### src/rtl/pwrseq_pkg.sv
package pwrseq_pkg;

    typedef enum logic [2:0] {
        SQ_IDLE,
        SQ_ARM,
        SQ_IO_POLL,
        SQ_IO_SETTLE,
        SQ_BGAP_SETTLE,
        SQ_PLL_SETTLE,
        SQ_READY
    } sq_state_e;

    // Active-high power-down controls
    typedef struct packed {
        logic port;
        logic pll;
        logic bgap;
        logic vco;
        logic cap;
        logic io;
        logic cal;
    } pd_ctrl_t;

endpackage

### src/rtl/pwrseq_tick_timer.sv
module pwrseq_tick_timer #(
    parameter int W = 8
) (
    input  logic         clk,
    input  logic         rst_n,
    input  logic         load_i,
    input  logic [W-1:0] load_val_i,
    input  logic         tick_i,
    output logic         expire_o
);
    logic [W-1:0] cnt_q;

    // Load wins over counting; a tick in the load cycle is not counted.
    always_ff @(posedge clk or negedge rst_n) begin
        if (!rst_n)
            cnt_q <= '0;
        else if (load_i)
            cnt_q <= load_val_i;
        else if (tick_i && cnt_q != '0)
            cnt_q <= cnt_q - 1'b1;
    end

    assign expire_o = tick_i && (cnt_q == W'(1));

    // every wait is at least one tick long
    p_load_nonzero_r4: assert property (@(posedge clk) disable iff (!rst_n)
        load_i |-> (load_val_i != '0));

    // the counter only moves by one tick at a time
    p_count_step_r6: assert property (@(posedge clk) disable iff (!rst_n)
        (!load_i && !tick_i) |=> $stable(cnt_q));

endmodule

### src/rtl/pwrseq_step_decode.sv
module pwrseq_step_decode
    import pwrseq_pkg::*;
(
    input  sq_state_e state_i,
    output pd_ctrl_t  ctrl_o
);
    always_comb begin
        ctrl_o = '{port: 1'b1, pll: 1'b1, bgap: 1'b1, vco: 1'b1,
                   cap: 1'b1, io: 1'b1, cal: 1'b1};
        unique case (state_i)
            SQ_IDLE, SQ_ARM: ;
            SQ_IO_POLL, SQ_IO_SETTLE: ctrl_o.io = 1'b0;
            SQ_BGAP_SETTLE: begin
                ctrl_o.io   = 1'b0;
                ctrl_o.bgap = 1'b0;
            end
            SQ_PLL_SETTLE: begin
                ctrl_o.io   = 1'b0;
                ctrl_o.bgap = 1'b0;
                ctrl_o.pll  = 1'b0;
                ctrl_o.vco  = 1'b0;
                ctrl_o.cap  = 1'b0;
            end
            SQ_READY: begin
                ctrl_o.io   = 1'b0;
                ctrl_o.bgap = 1'b0;
                ctrl_o.pll  = 1'b0;
                ctrl_o.vco  = 1'b0;
                ctrl_o.cap  = 1'b0;
                ctrl_o.port = 1'b0;
            end
            default: ;
        endcase
    end
endmodule

### src/rtl/txpwr_seq.sv
module txpwr_seq
    import pwrseq_pkg::*;
#(
    parameter int              T_IO_US     = 15,
    parameter int              T_BG_US     = 25,
    parameter int              T_PLL_US    = 225,
    parameter int              POLL_US     = 20,
    parameter int              POLL_MAX_US = 10000,
    parameter int              RATE_W      = 8,
    parameter logic [RATE_W-1:0] RATE_LVDS   = 8'h00,
    parameter logic [RATE_W-1:0] RATE_DP_LOW = 8'h06
) (
    input  logic              clk,
    input  logic              rst_n,
    input  logic              start_i,
    input  logic              lvds_sel_i,
    input  logic              tick_us_i,
    input  logic              dpd_busy_i,
    output logic              port_pd_o,
    output logic              pll_pd_o,
    output logic              bgap_pd_o,
    output logic              vco_pd_o,
    output logic              loopcap_pd_o,
    output logic              io_dpd_o,
    output logic              cal_pd_o,
    output logic [RATE_W-1:0] link_rate_o,
    output logic              pwr_ready_o,
    output logic              dpd_err_o
);
    localparam int N_POLL   = (POLL_MAX_US / POLL_US < 1) ? 1 : POLL_MAX_US / POLL_US;
    localparam int MAX_A    = (T_IO_US > T_BG_US) ? T_IO_US : T_BG_US;
    localparam int MAX_B    = (T_PLL_US > POLL_US) ? T_PLL_US : POLL_US;
    localparam int MAX_WAIT = (MAX_A > MAX_B) ? MAX_A : MAX_B;
    localparam int TMR_W    = $clog2(MAX_WAIT + 1);
    localparam int PC_W     = $clog2(N_POLL + 1);

    sq_state_e         state_q, state_d;
    logic              tmr_load;
    logic [TMR_W-1:0]  tmr_val;
    logic              expire;
    logic [PC_W-1:0]   poll_q;
    logic              poll_inc, err_set, rate_load;
    logic              err_q;
    logic [RATE_W-1:0] rate_q;
    pd_ctrl_t          ctrl;

    // State register
    always_ff @(posedge clk or negedge rst_n) begin
        if (!rst_n) state_q <= SQ_IDLE;
        else        state_q <= state_d;
    end

    // Next state and wait loading
    always_comb begin
        state_d   = state_q;
        tmr_load  = 1'b0;
        tmr_val   = '0;
        poll_inc  = 1'b0;
        err_set   = 1'b0;
        rate_load = 1'b0;
        unique case (state_q)
            SQ_IDLE: if (start_i) begin
                state_d   = SQ_ARM;
                rate_load = 1'b1;
            end
            SQ_ARM: begin
                state_d  = SQ_IO_POLL;
                tmr_load = 1'b1;
                tmr_val  = TMR_W'(POLL_US);
            end
            SQ_IO_POLL: if (expire) begin
                tmr_load = 1'b1;
                if (!dpd_busy_i) begin
                    state_d = SQ_IO_SETTLE;
                    tmr_val = TMR_W'(T_IO_US);
                end else if (poll_q == PC_W'(N_POLL - 1)) begin
                    err_set = 1'b1;
                    state_d = SQ_IO_SETTLE;
                    tmr_val = TMR_W'(T_IO_US);
                end else begin
                    poll_inc = 1'b1;
                    tmr_val  = TMR_W'(POLL_US);
                end
            end
            SQ_IO_SETTLE: if (expire) begin
                state_d  = SQ_BGAP_SETTLE;
                tmr_load = 1'b1;
                tmr_val  = TMR_W'(T_BG_US);
            end
            SQ_BGAP_SETTLE: if (expire) begin
                state_d  = SQ_PLL_SETTLE;
                tmr_load = 1'b1;
                tmr_val  = TMR_W'(T_PLL_US);
            end
            SQ_PLL_SETTLE: if (expire) state_d = SQ_READY;
            SQ_READY: ;
            default: state_d = SQ_IDLE;
        endcase
    end

    // Poll budget, error flag and latched rate
    always_ff @(posedge clk or negedge rst_n) begin
        if (!rst_n) begin
            poll_q <= '0;
            err_q  <= 1'b0;
            rate_q <= RATE_DP_LOW;
        end else begin
            if (poll_inc)  poll_q <= poll_q + 1'b1;
            if (err_set)   err_q  <= 1'b1;
            if (rate_load) rate_q <= lvds_sel_i ? RATE_LVDS : RATE_DP_LOW;
        end
    end

    pwrseq_tick_timer #(.W(TMR_W)) u_timer (
        .clk        (clk),
        .rst_n      (rst_n),
        .load_i     (tmr_load),
        .load_val_i (tmr_val),
        .tick_i     (tick_us_i),
        .expire_o   (expire)
    );

    pwrseq_step_decode u_decode (
        .state_i (state_q),
        .ctrl_o  (ctrl)
    );

    // Output process
    always_comb begin
        port_pd_o    = ctrl.port;
        pll_pd_o     = ctrl.pll;
        bgap_pd_o    = ctrl.bgap;
        vco_pd_o     = ctrl.vco;
        loopcap_pd_o = ctrl.cap;
        io_dpd_o     = ctrl.io;
        cal_pd_o     = ctrl.cal;
        link_rate_o  = rate_q;
        pwr_ready_o  = (state_q == SQ_READY);
        dpd_err_o    = err_q;
    end

    p_rate_stable_r2: assert property (@(posedge clk) disable iff (!rst_n)
        (state_q != SQ_IDLE) |=> $stable(link_rate_o));

    p_err_from_busy_r5: assert property (@(posedge clk) disable iff (!rst_n)
        $rose(dpd_err_o) |-> $past(dpd_busy_i));

    p_poll_bound_r5: assert property (@(posedge clk) disable iff (!rst_n)
        poll_q < PC_W'(N_POLL));

    p_bgap_after_io_r6: assert property (@(posedge clk) disable iff (!rst_n)
        !bgap_pd_o |-> !io_dpd_o);

    p_pll_group_r7: assert property (@(posedge clk) disable iff (!rst_n)
        (pll_pd_o == vco_pd_o) && (vco_pd_o == loopcap_pd_o) && (!pll_pd_o -> !bgap_pd_o));

    p_port_last_r8: assert property (@(posedge clk) disable iff (!rst_n)
        !port_pd_o |-> (!pll_pd_o && pwr_ready_o));

    p_cal_held_r9: assert property (@(posedge clk) disable iff (!rst_n)
        pwr_ready_o |-> cal_pd_o);

    p_start_ignored_r10: assert property (@(posedge clk) disable iff (!rst_n)
        (pwr_ready_o && start_i) |=> (pwr_ready_o && $stable(link_rate_o)));

    p_ready_sticky_r11: assert property (@(posedge clk) disable iff (!rst_n)
        pwr_ready_o |=> (pwr_ready_o && !port_pd_o));

endmodule

### config.mk
export PLATFORM = sky130hd
export DESIGN_NAME = txpwr_seq
export DESIGN_NICKNAME = d
export VERILOG_FILES = /design/src/rtl/pwrseq_pkg.sv /design/src/rtl/pwrseq_tick_timer.sv /design/src/rtl/pwrseq_step_decode.sv /design/src/rtl/txpwr_seq.sv
export SDC_FILE = /design/constraint.sdc
export NUM_CORES = 1
export LEC_CHECK = 0
export BUFFER_PORTS_ARGS = -buffer_cell sky130_fd_sc_hd__buf_2
export CAP_MARGIN = 20
export CORE_UTILIZATION = 40
export DETAILED_ROUTE_END_ITERATION = 16
export GPL_TIMING_DRIVEN = 1
export SETUP_SLACK_MARGIN = 0.4
export SLEW_MARGIN = 20
export SYNTH_ARGS = -nofsm -noshare
export SYNTH_HDL_FRONTEND = slang
export SYNTH_SLANG_ARGS = --single-unit
### constraint.sdc
create_clock -name clk -period 1.9 [get_ports clk]
set_input_delay 0.095 -clock clk [delete_from_list [all_inputs] [get_ports clk]]
set_output_delay 0.095 -clock clk [all_outputs]
set_load 0.005 [all_outputs]
# After elaboration in Yosys (flattened, before gate mapping)
# Index checks and enable logic that the tools add are counted.
totals:
  register_bits: 29
  input_bits: 6
  word_cells: 66
classes:
  add_sub_neg: 2
  eq_ne: 14
  mux: 34
  bitwise: 1
  n_reduce_logical: 10
op_table:
  columns: ["operator", "count"]
  rows:
  - ["one-hot mux 8 bit (4 select lines)", 1]
  - ["two-way mux 3 bit", 8]
  - ["two-way mux 8 bit", 3]
  - ["one-hot mux 3 bit (7 select lines)", 1]
  - ["two-way mux 5 bit", 4]
  - ["two-way mux 1 bit", 15]
  - ["!= test 2 bit, second input constant", 5]
  - ["adder 9 x 1 -> 9 bit, second input constant", 1]
  - ["equality test 3 bit, second input constant", 3]
  - ["equality test 9 bit, second input constant", 1]
  - ["equality test 8 x 1 -> 1 bit, second input constant", 1]
  - ["nonzero test 8 bit", 1]
  - ["subtractor 8 x 1 -> 8 bit, second input constant", 1]
  - ["AND reduction 7 bit", 1]
  - ["equality test 3 x 2 -> 1 bit, second input constant", 2]
  - ["OR reduction 3 bit", 2]
  - ["OR reduction 5 bit", 1]
  - ["equality test 3 x 1 -> 1 bit, second input constant", 1]
  - ["logical NOT 3 bit", 1]
  - ["!= test 3 bit, second input constant", 1]
  - ["logical AND 1 bit", 2]
  - ["two-way mux 2 bit", 1]
  - ["one-hot mux 1 bit (2 select lines)", 1]
  - ["nonzero test 2 bit", 1]
  - ["other kinds (2)", 2]

# Longest topological paths before layout
# Gate-level depths: netlist of run 1.
logic_depth:
  ltp_word: 6
  ltp_mapped: 7
  depth_no_buf: 7

# By module
# Synthesis of run 1 repeated with hierarchy kept, for this count alone.
hier_totals:
  hier_cells: 167
  area_unflattened_um2: 1507.7
by_module_without_submodules:
  columns: ["mod", "n_inst", "cells_each", "area_each_um2", "seq_area_each_um2"]
  rows:
  - ["txpwr_seq", 1, 90, 853.3, 351.6]
  - ["pwrseq_tick_timer", 1, 66, 590.6, 200.2]
  - ["pwrseq_step_decode", 1, 11, 63.8, 0.0]

# Worst setup path before layout of run 1
# No wires, ideal clock.
synth_timing:
  path_type: "register to register"
  from: "register u_timer.cnt_q[1]"
  to: "register poll_q[7]"
  t_arrival_ns: 1.788
  setup_slack_ns: -0.011
  path_stages_with_launch: 8
  n_path_buf: 0
  cell_sequence: "dfrtp_1 -> inv_1 -> ha_1 -> nor4b_2 -> nand4_2 -> nor3_1 -> nand3_1 -> xnor2_1"
synth_via:
  elab_chain_len: 4
synth_rtl:
  columns: ["element", "line_no", "text"]
  rows:
  - ["start, declared", "pwrseq_tick_timer.sv:11", "logic [W-1:0] cnt_q;"]
  - ["start signal, assigned", "pwrseq_tick_timer.sv:18", "cnt_q <= load_val_i;"]
  - ["start signal, assigned", "pwrseq_tick_timer.sv:20", "cnt_q <= cnt_q - 1'b1;"]
  - ["equality test 8 x 1 -> 1 bit", "pwrseq_tick_timer.sv:23", "assign expire_o = tick_i && (cnt_q == W'(1));"]
  - ["logical AND 1 bit", "pwrseq_tick_timer.sv:23", null]
  - ["two-way mux 1 bit", "txpwr_seq.sv:71", "SQ_IO_POLL: if (expire) begin"]
  - ["two-way mux 1 bit", "txpwr_seq.sv:61", "unique case (state_q)"]
  - ["end signal, assigned", "txpwr_seq.sv:108", "if (poll_inc) poll_q <= poll_q + 1'b1;"]
  - ["end, declared", "txpwr_seq.sv:41", "logic [PC_W-1:0] poll_q;"]
# Every way passes these cells.
# A chain may end at the register's enable or synchronous reset.

# Worst setup path in the final report of run 1
layout_timing:
  from: "register u_timer.cnt_q[0]"
  to: "register u_timer.cnt_q[3]"
layout_via:
  elab_chain_len: 5
layout_rtl:
  columns: ["element"]
  rows:
  - ["parallel branches: the longest is 5 deep, another holds subtractor 8 x 1 -> 8 bit"]
# Parallel ways; which one is timed is not known. The select of a mux whose other input is x is not followed.

==> metrics.csv, run 1 <==
stage,metric,value,unit
run_status,status,finished clean,
final_layout,Ant. Diodes,0,
clocking,CTS max path bufs,2,
route,Routed WL,4440,um
grt,vias in the first global route,1503,
die,io pins,23,
grt,grt total ovfl,0,
final_layout,filler cell count,283,
synth,cell area after synthesis,0.00159,mm^2
worst_setup_path,Reg2Reg Setup Slack,30,ps
power,PwrDens,1420,mW/mm^2
die,Row Count,22,
grt,initial antenna violation count,0,
route,total number of vias,1519,
route,Antenna Nets Post-Route,0,
synth,register bit total from synthesis,22,
worst_setup_path,Worst EP required,2060,ps
clocking,clk_lat worst skew,270,ps
synth,Synth Warn #,0,
worst_hold_path,hold depth,3,
grt,total track usage,0.212,
die,Core Footprint,0.00374,mm^2
final_layout,"most common cell after layout, fill and taps aside",buf_4,
placement,placed cells,240,
flow_run,Max-Cap Viols,0,
die,Die Height,65.0,um
final_layout,post-route cell area,0.00236,mm^2
final_layout,nets@finish,234,
clocking,Worst-path clk slew,90,ps
sta,Worst Tran Pin Value,528,ps
worst_setup_path,Crit path arrival time,2020,ps
final_layout,Post-Layout Cell Count,271,
synth,count of different cell masters after synthesis,54,
synth,Synth Instances,174,
sta,final period utilization,0.983,
route,drc violations,0,
route,DRT iter0 DRCs,132,
worst_setup_path,highest cell delay on the worst timing path,510,ps
die,Die Wd,65.0,um
die,overall die area,0.00423,mm^2
sta,"Hold Violations, Final",0,
placement,I/O Buffers,15,
clocking,Root Buffer,clkbuf_8,
worst_hold_path,min-delay src,start_i,
clocking,CTS tree,built,
worst_hold_path,Worst Hold Path EP,link_rate_o[1]$_DFFE_PN1P_,
synth,Synth top area share,0.331,
worst_setup_path,WS Path Type,flop to flop,
worst_setup_path,r2r endpoint,u_timer.cnt_q[3]$_DFFE_PN0P_,
synth,Avg Inst Size Synth,9.13,um^2
sta,Period minus WS final,1870,ps
final_layout,area grow syn2layout,48.3,%
sta,fin. max-slew vios,0,
worst_hold_path,hold crit path type,primary input to flop,
die,initial core utilization,0.424,
power,leakage power,0.00106,uW
synth,largest area contributor in the netlist,dfrtp_1,
synth,prevailing post-synth register cell,dfrtp_1,
sta,Fmax,535,MHz
worst_setup_path,worst path cell trace,inv_2 -> ha_1 -> or4b_4 -> o211ai_1 -> o21ai_1 -> a21oi_1 -> a211oi_1,
worst_setup_path,CP max FO,4,
clocking,H-tree lvl count,1,
synth,ys async rst share,1.00,
placement,Area after DPL,0.00179,mm^2
power,total power draw,3340,uW
placement,GPL Wtd Cong,0.909,
route,first drt pass iteration count,4,
worst_setup_path,startpoint type of the worst setup path,flop,
sta,clock skew,8.36,ps
worst_setup_path,worst r2r src,u_timer.cnt_q[0]$_DFFE_PN0P_,
grt,largest net degree at the start of global routing,23,
final_layout,layout cells sized above 1,0.538,
worst_setup_path,Critical Path End Type,flop,
route,routed length per placed instance,16.4,um
synth,Post-synth EDFFs,0,
grt,first-pass GRT wire length,6850,um
synth,most area-consuming cells after synthesis,"dfrtp_1 33%, buf_4 5.2%, nor2_1 4.0%",
synth,post-synthesis sequential area ratio,0.347,
power,Peak VDD IR,0.467,mV
worst_setup_path,cell count of the worst reg-to-reg path,7,
placement,hpwl dp,2750,um
sta,setup violators final,0,
sta,Worst slew margin,0.648,
clocking,Num CTS Buffers,3,
sta,RSZ-0062 raised after global routing,true,
route,routed vias/inst,5.61,
final_layout,Final Util,0.630,
final_layout,"commonest non-fill, non-tap cells in the layout","28 x buf_4, 17 x dfrtp_1, 15 x buf_2",
clocking,clk sink count,22,
worst_setup_path,"Slowest-stage cell, CP",or4b_4,
-- per-stage QoR --
stage	hold slack (ps)	worst slack, ps	setup TNS (ps)
2_1_floorplan	-201	156	0
3_3_place_gp	90.2	30.1	0
3_5_place_dp	97.5	-36.0	-50.2
4_1_cts	88.3	69.0	0
5_1_grt	66.7	-48.7	-62.8
6_report	64.4	32.0	0
-- sequential cells by signal, indices dropped and copies added, names as in the netlist --
| signal | flops |
|---|---|
| u_timer.cnt_q | 8 |
| dpd_err_o | 1 |
| state_q | 3 |
| link_rate_o | 1 |
| poll_q | 9 |
-- cell families (layout without fill, tap and decap cells) --
| group | after synthesis | count (layout) | share of synthesized area |
|---|---|---|---|
| other | 2 | 7 | 0.00473 |
| buffers and inverters | 23 | 67 | 0.105 |
| and+or+nand+nor | 69 | 69 | 0.259 |
| DFF | 22 | 22 | 0.347 |
| xor gates and xnor gates | 9 | 9 | 0.0496 |
| muxes | 1 | 1 | 0.00709 |
| AOI/OAI and AO/OA | 44 | 44 | 0.196 |
| adders and majority gates | 4 | 4 | 0.0315 |
-- layout make-up --
type	instances	area (um^2)	area share
multi-input combinational	134	1190	0.505
sequential	22	557	0.236
timing repair buffer	55	435	0.185
tap	48	60.1	0.0255
inverter	8	42.5	0.0180
clock buffer	3	41.3	0.0175
clock inverter	1	30.0	0.0127
-- Yosys cell counts, drive strengths merged (2+ instances only) --
cell / instances
a211oi: 2
a21o: 2
a21oi: 9
a2bb2oi: 2
a31oi: 3
and3: 2
buf: 11
clkbuf: 3
conb: 2
dfrtp: 21
ha: 4
inv: 8
nand2: 15
nand3: 7
nand4: 3
nor2: 19
nor2b: 2
nor3: 7
nor3b: 3
nor4b: 3
o21ai: 10
o21bai: 2
o32ai: 2
or3: 2
or4b: 3
xnor2: 6
xor2: 3
-- worst max path at each step --
stage,start,end,cells after the start
2_1_floorplan,u_timer.cnt_q[1]$_DFFE_PN0P_,poll_q[8]$_DFFE_PN0P_,7
3_3_place_gp,u_timer.cnt_q[0]$_DFFE_PN0P_,poll_q[8]$_DFFE_PN0P_,6
3_5_place_dp,u_timer.cnt_q[0]$_DFFE_PN0P_,poll_q[1]$_DFFE_PN0P_,5
4_1_cts,u_timer.cnt_q[1]$_DFFE_PN0P_,u_timer.cnt_q[1]$_DFFE_PN0P_,7
5_1_grt,u_timer.cnt_q[0]$_DFFE_PN0P_,u_timer.cnt_q[3]$_DFFE_PN0P_,7
6_report,u_timer.cnt_q[0]$_DFFE_PN0P_,u_timer.cnt_q[3]$_DFFE_PN0P_,7
-- worst max-delay path, delay by kind of cell, from the launching register on --
kind | cells | cell delay (ps)
and+or+nand+nor | 1 | 510
AOI/OAI and AO/OA | 4 | 570
adders and majority gates | 1 | 150
buffers and inverters | 1 | 70
DFF | 1 | 450
-- per-layer routing --
metal	part of all wire	up-vias	GRT usage
met2	0.50	54	0.355
li1	-	711	-
met1	0.43	743	0.276
met4	0.022	0	0.0842
met3	0.047	11	0.0246
met5	0	-	0
-- where the power goes --
part           switching, uW  leakage [uW]  internal [uW]
clock network            173     0.0000357            282
logic                   1060      0.000743           1020
registers                219      0.000284            599
-- timing repair --
item | CTS | global route
pin swaps | 21 | 14
buffers inserted | 16 | 8
setup endpoints to repair | 26 | 27
hold buffers | 2 | 0
hold endpoints to repair | 22 | 0
gates resized for setup | 32 | 38
cloned | 0 | 1
Power figures use the tool's default switching activity.
==> inputs of run 2 (changes only) <==
--- a/config.mk
+++ b/config.mk
@@ -14,4 +14,5 @@
 export SLEW_MARGIN = 20
 export SYNTH_ARGS = -nofsm -noshare
 export SYNTH_HDL_FRONTEND = slang
+export SYNTH_HIERARCHICAL = 1
 export SYNTH_SLANG_ARGS = --single-unit
==> run 2 against run 1 <==
Effect of this change:
- the flow now finishes with violations (setup timing)
- synthesized cell count down 4.0%
- register-to-register slack lost 150 ps
- clock power down 3%
- design area down 6.4%
- synthesized area is 5.1% lower
- setup slack lost 150 ps
- core utilization is 0.67 points higher
- critical path depth rose by 3
- critical endpoint is now u_timer/cnt_q[1]$_DFFE_PN0P_
==> metrics.csv, run 2 <==
stage,metric,value,unit,change
synth,most area-consuming cells after synthesis,"dfrtp_1 35%, xor2_1 5.2%, buf_4 5.0%",,
clocking,clk_lat worst skew,260,ps,about the same
run_status,violated checks,setup timing,,
synth,ys async rst share,1.00,,unchanged
worst_setup_path,Critical Path End Type,flop,,
die,Core Footprint,0.00347,mm^2,-7.4%
route,Antenna Nets Post-Route,0,,unchanged
clocking,CTS tree,built,,
final_layout,layout cells sized above 1,0.434,,-0.104
synth,most frequent cells after synthesis,"21 x dfrtp_1, 19 x nand2_1, 10 x buf_4, 10 x inv_1, 10 x nor2_1",,
clocking,Num CTS Buffers,3,,unchanged
grt,largest net degree at the start of global routing,23,,unchanged
sta,Period minus WS final,2010,ps,+147 ps
sta,clock skew,6.12,ps,-2.24 ps
grt,first-pass GRT wire length,6190,um,-9.7%
die,overall die area,0.00402,mm^2,-5.0%
sta,setup violators final,6,,+6
worst_setup_path,startpoint type of the worst setup path,flop,,
route,first drt pass iteration count,4,,unchanged
sta,Fmax,496,MHz,-7.3%
worst_setup_path,"Slowest-stage cell, CP",dfrtp_1,,
die,io pins,23,,unchanged
final_layout,max FFs per register,9,,unchanged
synth,largest area contributor in the netlist,dfrtp_1,,
clocking,clk sink count,22,,unchanged
synth,Post-synth EDFFs,0,,unchanged
route,routed length per placed instance,14.3,um,-13%
synth,count of different cell masters after synthesis,52,,-3.7%
grt,total track usage,0.195,,-0.0165
worst_setup_path,Crit path max-delay family,simple AND/OR/NAND/NOR gates,,
run_status,status,finished with violations,,
placement,hpwl dp,2560,um,-6.6%
clocking,Worst-path clk slew,80,ps,about the same
synth,largest family of logic cells by synthesized area,simple AND/OR/NAND/NOR gates,,
route,Routed WL,3780,um,-15%
final_layout,area grow syn2layout,46.4,%,
worst_setup_path,most frequent CP cell,buf_6,,
clocking,Root Buffer,clkbuf_8,,
placement,Area after DPL,0.00184,mm^2,+2.7%
route,routed vias/inst,5.17,,-7.8%
synth,complex-gate fraction of the synthesized area,0.157,,-0.0392
synth,post-synthesis sequential area ratio,0.366,,+0.0187
synth,top-count cell post-synth,dfrtp_1,,
flow_run,Max-Cap Viols,0,,unchanged
die,Row Count,21,,-4.5%
final_layout,post-route cell area,0.00221,mm^2,-6.4%
sta,Final WS setup,-115,ps,-147 ps
final_layout,nets@finish,230,,-1.7%
grt,initial antenna violation count,0,,unchanged
grt,vias in the first global route,1312,,-13%
synth,Adder-Cell Fraction of Synth Area,0.0332,,+0.00170
die,Die Wd,63.4,um,-2.5%
worst_setup_path,highest cell delay on the worst timing path,410,ps,-100 ps
clocking,H-tree lvl count,1,,unchanged
final_layout,"commonest non-fill, non-tap cells in the layout","30 x buf_4, 19 x nand2_1, 18 x dfrtp_1",,
sta,Worst slew margin,0.650,,+0.00245
synth,Synth top area share,0.349,,+0.0178
synth,mux share of post-synthesis cell area,0.0373,,+0.0303
final_layout,Largest Register,poll_q,,
worst_setup_path,Worst EP required,2040,ps,-20 ps
synth,Post-Synth Simple-Gate Area,0.244,,-0.0151
power,total power draw,2730,uW,-18%
power,leakage power,0.00100,uW,-5.7%
worst_setup_path,Buf/Inv on CP,2,,+1
placement,GPL Wtd Cong,0.843,,-7.2%
power,PwrDens,1240,mW/mm^2,-13%
synth,Synth Warn #,6,,+6
sta,"Hold Violations, Final",0,,unchanged
final_layout,Top Registers,"poll_q: 9 flops, u_timer/cnt_q: 8 flops, state_q: 3 flops",,
synth,register bit total from synthesis,22,,unchanged
sta,RSZ-0062 raised after global routing,true,,
die,Die Height,63.4,um,-2.5%
synth,Synth Instances,167,,-4.0%
sta,fin. max-slew vios,0,,unchanged
final_layout,Final Util,0.636,,+0.00669
worst_hold_path,hold crit path type,primary input to flop,,
placement,pre-CTS setup slack,-117,ps,-81.2 ps
final_layout,Ant. Diodes,0,,unchanged
sta,Min Hold Slack,136,ps,+71.2 ps
route,drc violations,0,,unchanged
route,total number of vias,1370,,-9.8%
final_layout,"most common cell after layout, fill and taps aside",buf_4,,
worst_setup_path,CP max FO,5,,+1
placement,I/O Buffers,15,,unchanged
worst_setup_path,Crit path arrival time,2150,ps,+130 ps
worst_setup_path,WS Path Type,flop to flop,,
sta,final period utilization,1.06,,+0.0772
synth,Avg Inst Size Synth,9.03,um^2,-1.1%
grt,grt total ovfl,0,,unchanged
route,DRT iter0 DRCs,84,,-36%
sta,Worst Tran Pin Value,517,ps,-11.0 ps
power,Peak VDD IR,0.623,mV,+33%
synth,cell area after synthesis,0.00151,mm^2,-5.1%
synth,post-synthesis xor/xnor area fraction,0.0639,,+0.0143
synth,prevailing post-synth register cell,dfrtp_1,,
worst_setup_path,worst path cell trace,nor4_4 -> and4_4 -> nor2b_4 -> mux2i_1 -> o21ai_2 -> buf_6 -> buf_6 -> nor2_2 -> o211ai_1 -> o311ai_1,,
die,initial core utilization,0.435,,+0.0102
clocking,CTS max path bufs,2,,unchanged
-- run 2: layer usage --
metal	routed length [um]	vias to the layer above	track usage
met5	0	-	0
met4	34	0	0.0909
met3	74	4	0.0290
met2	1920	20	0.314
met1	1760	651	0.256
li1	-	695	-
-- run 2: report_power, final --
group          internal [uW]  total, uW  switching [uW]  leakage, uW
Combinational            789       1530             742     0.000693
Sequential               609        757             148     0.000273
Clock                    281        443             162    0.0000357
-- run 2: worst paths after layout --
| kind | endpoint | from | cells past startpoint | slack (ps) |
|---|---|---|---|---|
| worst max register to register | u_timer/cnt_q[1]$_DFFE_PN0P_ | u_timer/cnt_q[5]$_DFFE_PN0P_ | 10 | -110 |
| min in group asynchronous | poll_q[7]$_DFFE_PN0P_ | rst_n | 2 | 330 |
| worst min-delay path | state_q[0]$_DFFE_PN0P_ | dpd_busy_i | 2 | 140 |
| max in group asynchronous | u_timer/cnt_q[2]$_DFFE_PN0P_ | rst_n | 2 | 1190 |
| worst max-delay path | u_timer/cnt_q[1]$_DFFE_PN0P_ | u_timer/cnt_q[5]$_DFFE_PN0P_ | 10 | -110 |
| worst min register to register | dpd_err_o$_DFFE_PN0P_ | dpd_err_o$_DFFE_PN0P_ | 2 | 470 |
-- run 2: cell type report --
cell class                 count  area, um^2
timing repair buffer          58         444
multi-input combinational    123        1020
sequential                    22         556
clock buffer                   3        41.3
clock inverter                 1        30.0
fill                         274        1260
inverter                      11        48.8
timing repair inverter         1        6.26
tap                           46        57.6
-- run 2: kinds of logic after synthesis --
kind of cell / Yosys count
compound gates: 32
xor+xnor: 11
fa+ha+maj: 4
buf+inv: 27
flops: 22
mux: 5
other cells: 2
simple gates: 64
-- run 2: stage by stage --
stage	TNS (ps)	instances
after floorplan	-1530	172
after global placement	-207	241
after detailed placement	-549	241
after CTS	-168	256
after global routing	-1770	265
final	-421	265
-- run 2: timing repair --
| item | CTS | global route |
|---|---|---|
| hold buffers | 2 | 0 |
| hold endpoints to repair | 22 | 0 |
| setup endpoints to repair | 23 | 25 |
| buffers inserted | 8 | 9 |
| gates cloned | 1 | 0 |
| pin swaps | 13 | 9 |
| resized for setup | 22 | 12 |
